===== config.mk =====
export PLATFORM = sky130hd
export DESIGN_NAME = exp_wait_ctrl
export DESIGN_NICKNAME = d
export VERILOG_FILES = /design/src/rtl/exp_wait_pkg.sv /design/src/rtl/exp_addr_window.sv /design/src/rtl/exp_wait_timer.sv /design/src/rtl/exp_ack_drive.sv /design/src/rtl/exp_wait_ctrl.sv
export SDC_FILE = /design/constraint.sdc
export NUM_CORES = 1
export LEC_CHECK = 0
export BUFFER_PORTS_ARGS = -buffer_cell sky130_fd_sc_hd__buf_4
export CAP_MARGIN = 15
export CORE_AREA = 2 2 39 41
export DETAILED_ROUTE_END_ITERATION = 6
export DIE_AREA = 0 0 41 43
export HOLD_SLACK_MARGIN = 0.06
export PLACE_DENSITY = 0.6
export SYNTH_ARGS = -nofsm -noshare
export SYNTH_HDL_FRONTEND = slang
export SYNTH_HIERARCHICAL = 1
export SYNTH_SLANG_ARGS = --single-unit

===== constraint.sdc =====
create_clock -name clk -period 1.7 [get_ports clk]
set_input_delay 0.34 -clock clk [delete_from_list [all_inputs] [get_ports clk]]
set_output_delay 0.34 -clock clk [all_outputs]
set_load 0.01 [all_outputs]

===== src/rtl/exp_wait_pkg.sv =====
// Package: shared types for the expansion-card wait-state controller.
// Assumes nothing beyond IEEE 1800-2017.
package exp_wait_pkg;

    // How the card delays a bus cycle in its own window.
    typedef enum logic {
        MODE_STALL    = 1'b0,   // hold ready low, motherboard acknowledges
        MODE_OVERRIDE = 1'b1    // take over the acknowledge and drive it here
    } ack_mode_e;

endpackage


===== src/rtl/exp_addr_window.sv =====
// Module: exp_addr_window
// Decodes the card's own address window while the address strobe is low.
// Purely combinational so the early control lines meet their tight budget.
// Assumes the window is given as a base and a mask of equal width.
module exp_addr_window #(
    parameter int ADDR_W = 24,
    parameter logic [ADDR_W-1:0] WIN_BASE = 24'hE80000,
    parameter logic [ADDR_W-1:0] WIN_MASK = 24'hFF0000
) (
    input  logic              en,
    input  logic [ADDR_W-1:0] addr,
    input  logic              as_n,
    output logic              hit
);

    // Window match qualified by strobe and enable.
    always_comb begin
        hit = en && !as_n && ((addr & WIN_MASK) == WIN_BASE);
    end

endmodule


===== src/rtl/exp_wait_timer.sv =====
// Module: exp_wait_timer
// Counts wait clocks for the access in progress and raises a sticky
// ready flag once the count has expired and the card is no longer busy.
// Assumes 'active' stays high for the whole access; dropping it clears all.
module exp_wait_timer #(
    parameter int WAIT_CLKS = 2,
    localparam int CW = $clog2(WAIT_CLKS + 1) + 1
) (
    input  logic clk,
    input  logic rst_n,
    input  logic active,
    input  logic busy,
    output logic ack
);

    localparam logic [CW-1:0] LIMIT = CW'(WAIT_CLKS);

    logic [CW-1:0] cnt;
    logic          done;

    // Count expired flag.
    always_comb begin
        done = (cnt == LIMIT);
    end

    // Wait counter and sticky ready flag, both cleared between accesses.
    always_ff @(posedge clk) begin
        if (!rst_n || !active) begin
            cnt <= '0;
            ack <= 1'b0;
        end else begin
            if (!done) begin
                cnt <= cnt + CW'(1);
            end
            if (done && !busy) begin
                ack <= 1'b1;
            end
        end
    end

    AST_ACK_AFTER_WAIT: assert property (@(posedge clk) disable iff (!rst_n)
        $rose(ack) |-> $past(done && !busy && active));

    AST_ACK_HELD: assert property (@(posedge clk) disable iff (!rst_n)
        (ack && active) |=> (ack || !active));

    AST_CNT_BOUND: assert property (@(posedge clk) disable iff (!rst_n)
        cnt <= LIMIT);

endmodule


===== src/rtl/exp_ack_drive.sv =====
// Module: exp_ack_drive
// Forms the ready, override and acknowledge lines from the window hit,
// the selected mode and the timer's ready flag.
// Assumes 'hit' is already gated by reset and strobe.
module exp_ack_drive
    import exp_wait_pkg::*;
(
    input  logic      clk,
    input  logic      rst_n,
    input  logic      hit,
    input  ack_mode_e mode,
    input  logic      ready,
    output logic      xrdy,
    output logic      ovr_n,
    output logic      dtack_n
);

    // Combinational output lines; all idle as soon as hit drops.
    always_comb begin
        xrdy    = !(hit && (mode == MODE_STALL) && !ready);
        ovr_n   = !(hit && (mode == MODE_OVERRIDE));
        dtack_n = !(hit && (mode == MODE_OVERRIDE) && ready);
    end

    AST_FOREIGN_QUIET: assert property (@(posedge clk) disable iff (!rst_n)
        !hit |-> (xrdy && ovr_n && dtack_n));

    AST_DTACK_NEEDS_OVR: assert property (@(posedge clk) disable iff (!rst_n)
        !dtack_n |-> !ovr_n);

    AST_STALL_NO_OVR: assert property (@(posedge clk) disable iff (!rst_n)
        (mode == MODE_STALL) |-> (ovr_n && dtack_n));

    AST_OVR_NO_STALL: assert property (@(posedge clk) disable iff (!rst_n)
        (mode == MODE_OVERRIDE) |-> xrdy);

endmodule


===== src/rtl/exp_wait_ctrl.sv =====
// Module: exp_wait_ctrl (top)
// Wait-state controller for an expansion card on a 68000-style bus.
// Stalls the motherboard acknowledge through a ready line, or overrides it
// and acknowledges locally, for accesses to the card's own window only.
// Assumes mode_ovr is stable for the duration of an access.
module exp_wait_ctrl
    import exp_wait_pkg::*;
#(
    parameter int ADDR_W = 24,
    parameter logic [ADDR_W-1:0] WIN_BASE = 24'hE80000,
    parameter logic [ADDR_W-1:0] WIN_MASK = 24'hFF0000,
    parameter int WAIT_CLKS = 2
) (
    input  logic              clk,
    input  logic              rst_n,
    input  logic [ADDR_W-1:0] addr,
    input  logic              as_n,
    input  logic              busy,
    input  logic              mode_ovr,
    output logic              xrdy,
    output logic              ovr_n,
    output logic              dtack_n,
    output logic              dev_sel
);

    logic      hit;
    logic      ready;
    ack_mode_e mode;

    // Map the raw mode pin onto the shared type.
    always_comb begin
        mode = ack_mode_e'(mode_ovr);
    end

    exp_addr_window #(
        .ADDR_W   (ADDR_W),
        .WIN_BASE (WIN_BASE),
        .WIN_MASK (WIN_MASK)
    ) u_window (
        .en   (rst_n),
        .addr (addr),
        .as_n (as_n),
        .hit  (hit)
    );

    exp_wait_timer #(
        .WAIT_CLKS (WAIT_CLKS)
    ) u_timer (
        .clk    (clk),
        .rst_n  (rst_n),
        .active (hit),
        .busy   (busy),
        .ack    (ready)
    );

    exp_ack_drive u_drive (
        .clk     (clk),
        .rst_n   (rst_n),
        .hit     (hit),
        .mode    (mode),
        .ready   (ready),
        .xrdy    (xrdy),
        .ovr_n   (ovr_n),
        .dtack_n (dtack_n)
    );

    // Local select follows the window hit directly.
    always_comb begin
        dev_sel = hit;
    end

    AST_IDLE_ON_STROBE: assert property (@(posedge clk) disable iff (!rst_n)
        as_n |-> (xrdy && ovr_n && dtack_n && !dev_sel));

endmodule


---- Word-level counts from Yosys, hierarchy flattened ----
Index checks and enable logic that the tools add are counted.
W data, S select, Z words.
operators by class
  reduce and logical (&&, ||, !) cells .... 16
  eq/ne operators ......................... 2
  $add $sub $neg .......................... 1
  bitwise gates (word level) .............. 1
operator list
  operator               count
  $eq A8 B8 Y1 const B   1
  $logic_not A1 Y1       8
  $logic_and A1 B1 Y1    7
  $add A3 B1 Y3 const B  1
  $eq A3 B2 Y1 const B   1
  $logic_or A1 B1 Y1     1
  $not A1 Y1             1
storage, ports and cells
  output and inout port bits .............. 4
  register bits ........................... 4
  input bits .............................. 29
  logic and storage cells ................. 22

---- Longest topological paths before layout ----
  depth in word-level cells ............... 6
  mapped depth ............................ 5
  gate-level depth less buffers ........... 5

---- By module ----
Netlist, hierarchy kept.
by module, submodules not included
  module           cells an instance  times used  seq. area each (um^2)  area an instance (um^2)
  exp_wait_timer   19                 1           80.1                   191.4
  exp_addr_window  3                  1           0.0                    32.5
  exp_ack_drive    3                  1           0.0                    17.5

---- Worst setup path after synthesis ----
Ideal clock, no wire load.
  path kind ............................... input to output
  from .................................... input addr[20]
  to ...................................... output xrdy
  arrival time ............................ 1.400 ns
  path buffers ............................ 0
  setup slack ............................. -0.040 ns
  stages on the path ...................... 3
  required time ........................... 1.360 ns
  path through ............................ nand4b_1 > nor4_2 > or3b_1
between the ends
  longest elaborated chain between the ends .. 5
ends and longest elaborated chain
  what                              line                   RTL
  start, declared                   exp_wait_ctrl.sv:16    input logic [ADDR_W-1:0] addr,
  $eq A8 B8 Y1                      exp_addr_window.sv:18  hit = en && !as_n && ((addr & WIN_MASK) == WIN_BASE);
  $logic_and A1 B1 Y1               exp_addr_window.sv:18
  named net dev_sel                 exp_wait_ctrl.sv:23    output logic dev_sel
  $logic_and A1 B1 Y1 (2 in a row)  exp_ack_drive.sv:20    xrdy = !(hit && (mode == MODE_STALL) && !ready);
  $logic_not A1 Y1                  exp_ack_drive.sv:20
  end, declared                     exp_wait_ctrl.sv:20    output logic xrdy,
The timed path passes the listed nets, and every way through them passes these cells.

---- Worst setup path in the final report ----
  from .................................... input addr[20]
  to ...................................... output xrdy
between the ends
  longest elaborated chain between the ends .. 5
ends and longest elaborated chain
  what                              line
  $eq A8 B8 Y1                      exp_addr_window.sv:18
  $logic_and A1 B1 Y1               exp_addr_window.sv:18
  $logic_and A1 B1 Y1 (2 in a row)  exp_ack_drive.sv:20
  $logic_not A1 Y1                  exp_ack_drive.sv:20
No other way between the ends.

==> flow_results.xml <==
<?xml version="1.0" encoding="UTF-8"?>
<metrics>
  <group name="pwr">
    <metric name="p_per_cell_area" unit="nW/um2">563</metric>
    <metric name="cell_internal_power_dissipation" unit="W">0.000193</metric>
    <metric name="power.clock.fraction" unit="">0.497</metric>
    <metric name="combinationalPowerShare" unit="">0.112</metric>
    <metric name="vdd_ir_drop_max" unit="V">0.000302</metric>
    <metric name="sequentialPowerShare" unit="">0.391</metric>
    <metric name="power.total" unit="W">0.000241</metric>
    <metric name="power.net_switching" unit="W">0.0000477</metric>
    <metric name="total_leakage_power" unit="nW">0.177</metric>
    <metric name="netSwitchingFraction" unit="">0.198</metric>
  </group>
  <group name="logic_synthesis">
    <metric name="fraction_of_post_synthesis_cell_area_in_the_top_cell_type_by_area" unit="">0.332</metric>
    <metric name="seq_area_frac_synth" unit="">0.332</metric>
    <metric name="synth_top_flop_cell" unit="">sky130_fd_sc_hd__dfxtp_1</metric>
    <metric name="synthDominantAreaCellType" unit="">sky130_fd_sc_hd__dfxtp_1</metric>
    <metric name="ys_ff_latch" unit="">4</metric>
    <metric name="synth-edff-count" unit="">0</metric>
    <metric name="synthesis.nets" unit="">56</metric>
    <metric name="mappedNetlistArea" unit="um2">241</metric>
    <metric name="postSynthCellCount" unit="">25</metric>
    <metric name="ys_async_sr_fraction" unit="">0</metric>
    <metric name="synthTopCellsByArea" unit="">sky130_fd_sc_hd__dfxtp_1, sky130_fd_sc_hd__ha_1, sky130_fd_sc_hd__nand2b_4</metric>
    <metric name="ys.warnings.count" unit="">6</metric>
    <metric name="synth_area_per_cell" unit="um2">9.66</metric>
    <metric name="count_of_distinct_cell_types_in_the_synthesized_netlist" unit="">17</metric>
  </group>
  <group name="sta">
    <metric name="tightestPinTransition" unit="ns">0.208</metric>
    <metric name="number_of_slew_limit_violations_in_the_final_report" unit="">0</metric>
    <metric name="ratio_of_final_minimum_period_to_clock_period" unit="">1.03</metric>
    <metric name="hold_violations" unit="">0</metric>
    <metric name="max_freq" unit="GHz">0.573</metric>
    <metric name="final_critical_path_setup_slack" unit="ns">-0.0437</metric>
    <metric name="final.setup_skew" unit="ns">0.00424</metric>
    <metric name="setup_viol" unit="">1</metric>
    <metric name="fin_setup_tns" unit="ns">-0.0437</metric>
    <metric name="normalized_max_slew_margin" unit="">0.861</metric>
    <metric name="finalWorstPathRequiredPeriod" unit="ns">1.74</metric>
    <metric name="grt_setup_unrepaired" unit="">yes</metric>
  </group>
  <group name="worst_setup_path">
    <metric name="crit_path_max_fanout" unit="">2</metric>
    <metric name="worst_ep_required_time" unit="ns">1.36</metric>
    <metric name="timing_worst_setup_path_type" unit="">primary input to output port</metric>
    <metric name="crit_slowest_cell" unit="">sky130_fd_sc_hd__or3b_1</metric>
    <metric name="worst_path_most_repeated_cell" unit="">sky130_fd_sc_hd__buf_6</metric>
    <metric name="top_family_by_delay_on_critical_path" unit="">simple AND/OR/NAND/NOR gates</metric>
    <metric name="endpoint_kind" unit="">output port</metric>
    <metric name="crit_path_start_kind" unit="">primary input</metric>
    <metric name="cp_num_buf_inv" unit="">2</metric>
    <metric name="max_stage_delay" unit="ns">0.38</metric>
    <metric name="series_of_cell_instances_along_the_critical_path" unit="">buf_6 &gt; nand4b_1 &gt; nor4_4 &gt; or3b_1 &gt; buf_6</metric>
    <metric name="setup.reg_to_reg.worst_slack" unit="ns">0.60</metric>
    <metric name="critPathArrivalTime" unit="ns">1.40</metric>
  </group>
  <group name="run">
    <metric name="timing.max_cap.violations" unit="">0</metric>
  </group>
  <group name="min_path">
    <metric name="worst_hold_path_type" unit="">primary input to flop</metric>
  </group>
  <group name="cells_and_area">
    <metric name="fillCellCount" unit="">148</metric>
    <metric name="finalNonFillerCells" unit="">61</metric>
    <metric name="finalInstanceArea" unit="um2">428</metric>
    <metric name="finalNetCount" unit="">78</metric>
    <metric name="area_growth" unit="%">77.2</metric>
    <metric name="post_route_cells_drive_above_1_share" unit="">0.556</metric>
    <metric name="ant_cells" unit="">0</metric>
  </group>
  <group name="detailed_routing">
    <metric name="detailedRoute.firstPassIterationCount" unit="">1</metric>
    <metric name="first_iter_violations" unit="">0</metric>
    <metric name="wl_per_cell" unit="um">9.70</metric>
    <metric name="detail_route.wirelength.met1" unit="um">210</metric>
    <metric name="vias" unit="">244</metric>
    <metric name="totalWireLength" unit="um">592</metric>
    <metric name="drc_errors" unit="">0</metric>
    <metric name="dr.max_layer_used" unit="">met4</metric>
    <metric name="routed-wl-met2" unit="um">337</metric>
    <metric name="drtAntennaViolNets" unit="">0</metric>
    <metric name="via_per_inst" unit="">4.00</metric>
    <metric name="wl_met3" unit="um">24</metric>
  </group>
  <group name="place">
    <metric name="gp_routability_congestion" unit="">0.621</metric>
    <metric name="post-place-cells" unit="">58</metric>
    <metric name="port_buffers" unit="">16</metric>
    <metric name="dp_hpwl" unit="um">489</metric>
    <metric name="area_of_placed_instances" unit="um2">398</metric>
  </group>
  <group name="die">
    <metric name="floorplan.die.width" unit="um">41</metric>
    <metric name="pin_count" unit="">33</metric>
    <metric name="start_util" unit="">0.175</metric>
    <metric name="dieArea" unit="um2">1760</metric>
    <metric name="placementRows" unit="">14</metric>
    <metric name="die_h" unit="um">43</metric>
    <metric name="coreArea" unit="um2">1380</metric>
  </group>
  <group name="global_route">
    <metric name="grt_pass1_vias" unit="">254</metric>
    <metric name="globalRouteOverflowTotal" unit="">0</metric>
    <metric name="global_route.usage.total" unit="">0.0902</metric>
    <metric name="grt_start_max_net_pins" unit="">5</metric>
    <metric name="grt_pass1_wl" unit="um">1040</metric>
    <metric name="number_of_antenna_violations_at_the_first_check_in_global_routing" unit="">0</metric>
  </group>
  <group name="status">
    <metric name="status" unit="">finished, violations left</metric>
    <metric name="violations" unit="">negative setup slack</metric>
  </group>
  <group name="cts">
    <metric name="clockBufferDepth" unit="">2</metric>
    <metric name="cts_htree_levels" unit="">1</metric>
    <metric name="clkTransAtPathRegs" unit="ns">0.04</metric>
    <metric name="tritoncts" unit="">done</metric>
    <metric name="cts_num_sinks" unit="">4</metric>
    <metric name="cts_buffers" unit="">3</metric>
    <metric name="clock-root-buffer" unit="">sky130_fd_sc_hd__clkbuf_4</metric>
    <metric name="post_cts_setup_repair_bufs" unit="">0</metric>
    <metric name="worst_skew_pair.late_latency" unit="ns">0.24</metric>
  </group>
</metrics>
## metrics by stage
| step | utilization | hold WS, ns | worst slack (ns) |
|---|---|---|---|
| finish | 0.309 | 0.433 | -0.0437 |
| global route | 0.309 | 0.441 | -0.0746 |
| CTS | 0.304 | 0.423 | -0.0689 |
| detailed placement | 0.288 | 0.502 | -0.0689 |
| global placement | 0.288 | 0.490 | -0.0572 |
| floorplan | - | 0.475 | 0.0363 |
## routing by layer
metal / global-route usage / vias up
met3: 0.0314 / 2
met4: 0.0933 / 0
met5: 0 / -
met2: 0.138 / 6
met1: 0.0831 / 107
li1: - / 129
## layout by cell type, fill, tap and decap left out
master / instances
sky130_fd_sc_hd__buf_6: 2
sky130_fd_sc_hd__o21ba_2: 1
sky130_fd_sc_hd__nand4b_1: 1
sky130_fd_sc_hd__nand4bb_1: 1
sky130_fd_sc_hd__buf_4: 15
sky130_fd_sc_hd__inv_1: 2
sky130_fd_sc_hd__nor3b_1: 1
sky130_fd_sc_hd__or3b_1: 1
sky130_fd_sc_hd__ha_1: 2
sky130_fd_sc_hd__nand2b_4: 1
sky130_fd_sc_hd__a21oi_1: 1
sky130_fd_sc_hd__dfxtp_1: 4
sky130_fd_sc_hd__nor4_4: 1
sky130_fd_sc_hd__nand3_1: 1
sky130_fd_sc_hd__nor2_1: 3
sky130_fd_sc_hd__a211oi_2: 1
sky130_fd_sc_hd__nand2_1: 2
sky130_fd_sc_hd__nor2_2: 1
sky130_fd_sc_hd__clkbuf_4: 3
sky130_fd_sc_hd__xnor2_1: 1
## power groups by stage
| stage | clock (W) | sequential [W] | combinational (W) |
|---|---|---|---|
| floorplan | 0 | 0.0000958 | 0.00000293 |
| global placement | 0 | 0.0000958 | 0.0000255 |
| detailed placement | 0 | 0.0000958 | 0.0000262 |
| CTS | 0.000127 | 0.0000943 | 0.0000263 |
| global route | 0.000135 | 0.0000941 | 0.0000292 |
| finish | 0.000120 | 0.0000944 | 0.0000269 |
## layout make-up
class	instances	area (um2)	share of cell area
Tap cell	16	20.0	0.0468
Inverter	2	7.51	0.0175
Clock buffer	3	22.5	0.0526
Multi-Input combinational cell	19	163	0.380
Timing Repair Buffer	17	135	0.316
Sequential cell	4	80.1	0.187
## cells in the mapped netlist (all sizes together) (2+ instances only)
library cell / number
inv: 2
ha: 2
dfxtp: 4
nor2: 4
nand2: 2
## cell families after synthesis
group	count (synthesis)	share of synthesized area
adders and majority gates	2	0.104
AOI/OAI and AO/OA	3	0.114
DFF	4	0.332
xor gates and xnor gates	1	0.0363
buffers and inverters	2	0.0311
and+or+nand+nor	13	0.383
## worst paths after layout
check | start | to | cells after the start
hold reg to reg | u_timer/ack | u_timer/ack | 1
setup / recovery | addr[20] | xrdy | 5
setup reg to reg | u_timer/cnt[0] | u_timer/ack | 5
hold / removal | busy | u_timer/ack | 3
## state kept, by name (all words and copies together) (netlist names)
name and flops:
u_timer/ack 1, u_timer/cnt 3
## tightest hold or removal path, stage by stage
cell and delay (ns):
sky130_fd_sc_hd__buf_4 0.07, sky130_fd_sc_hd__nor2_1 0.03, sky130_fd_sc_hd__o21ba_2 0.18
## repair_timing
action                                  in CTS  in global routing
endpoints found under the setup margin       1                  1
gates resized for setup                      0                  2
pin swaps                                    0                  0
hold buffers                                 0                  0
No activity file was read; power rests on OpenSTA's default activity.
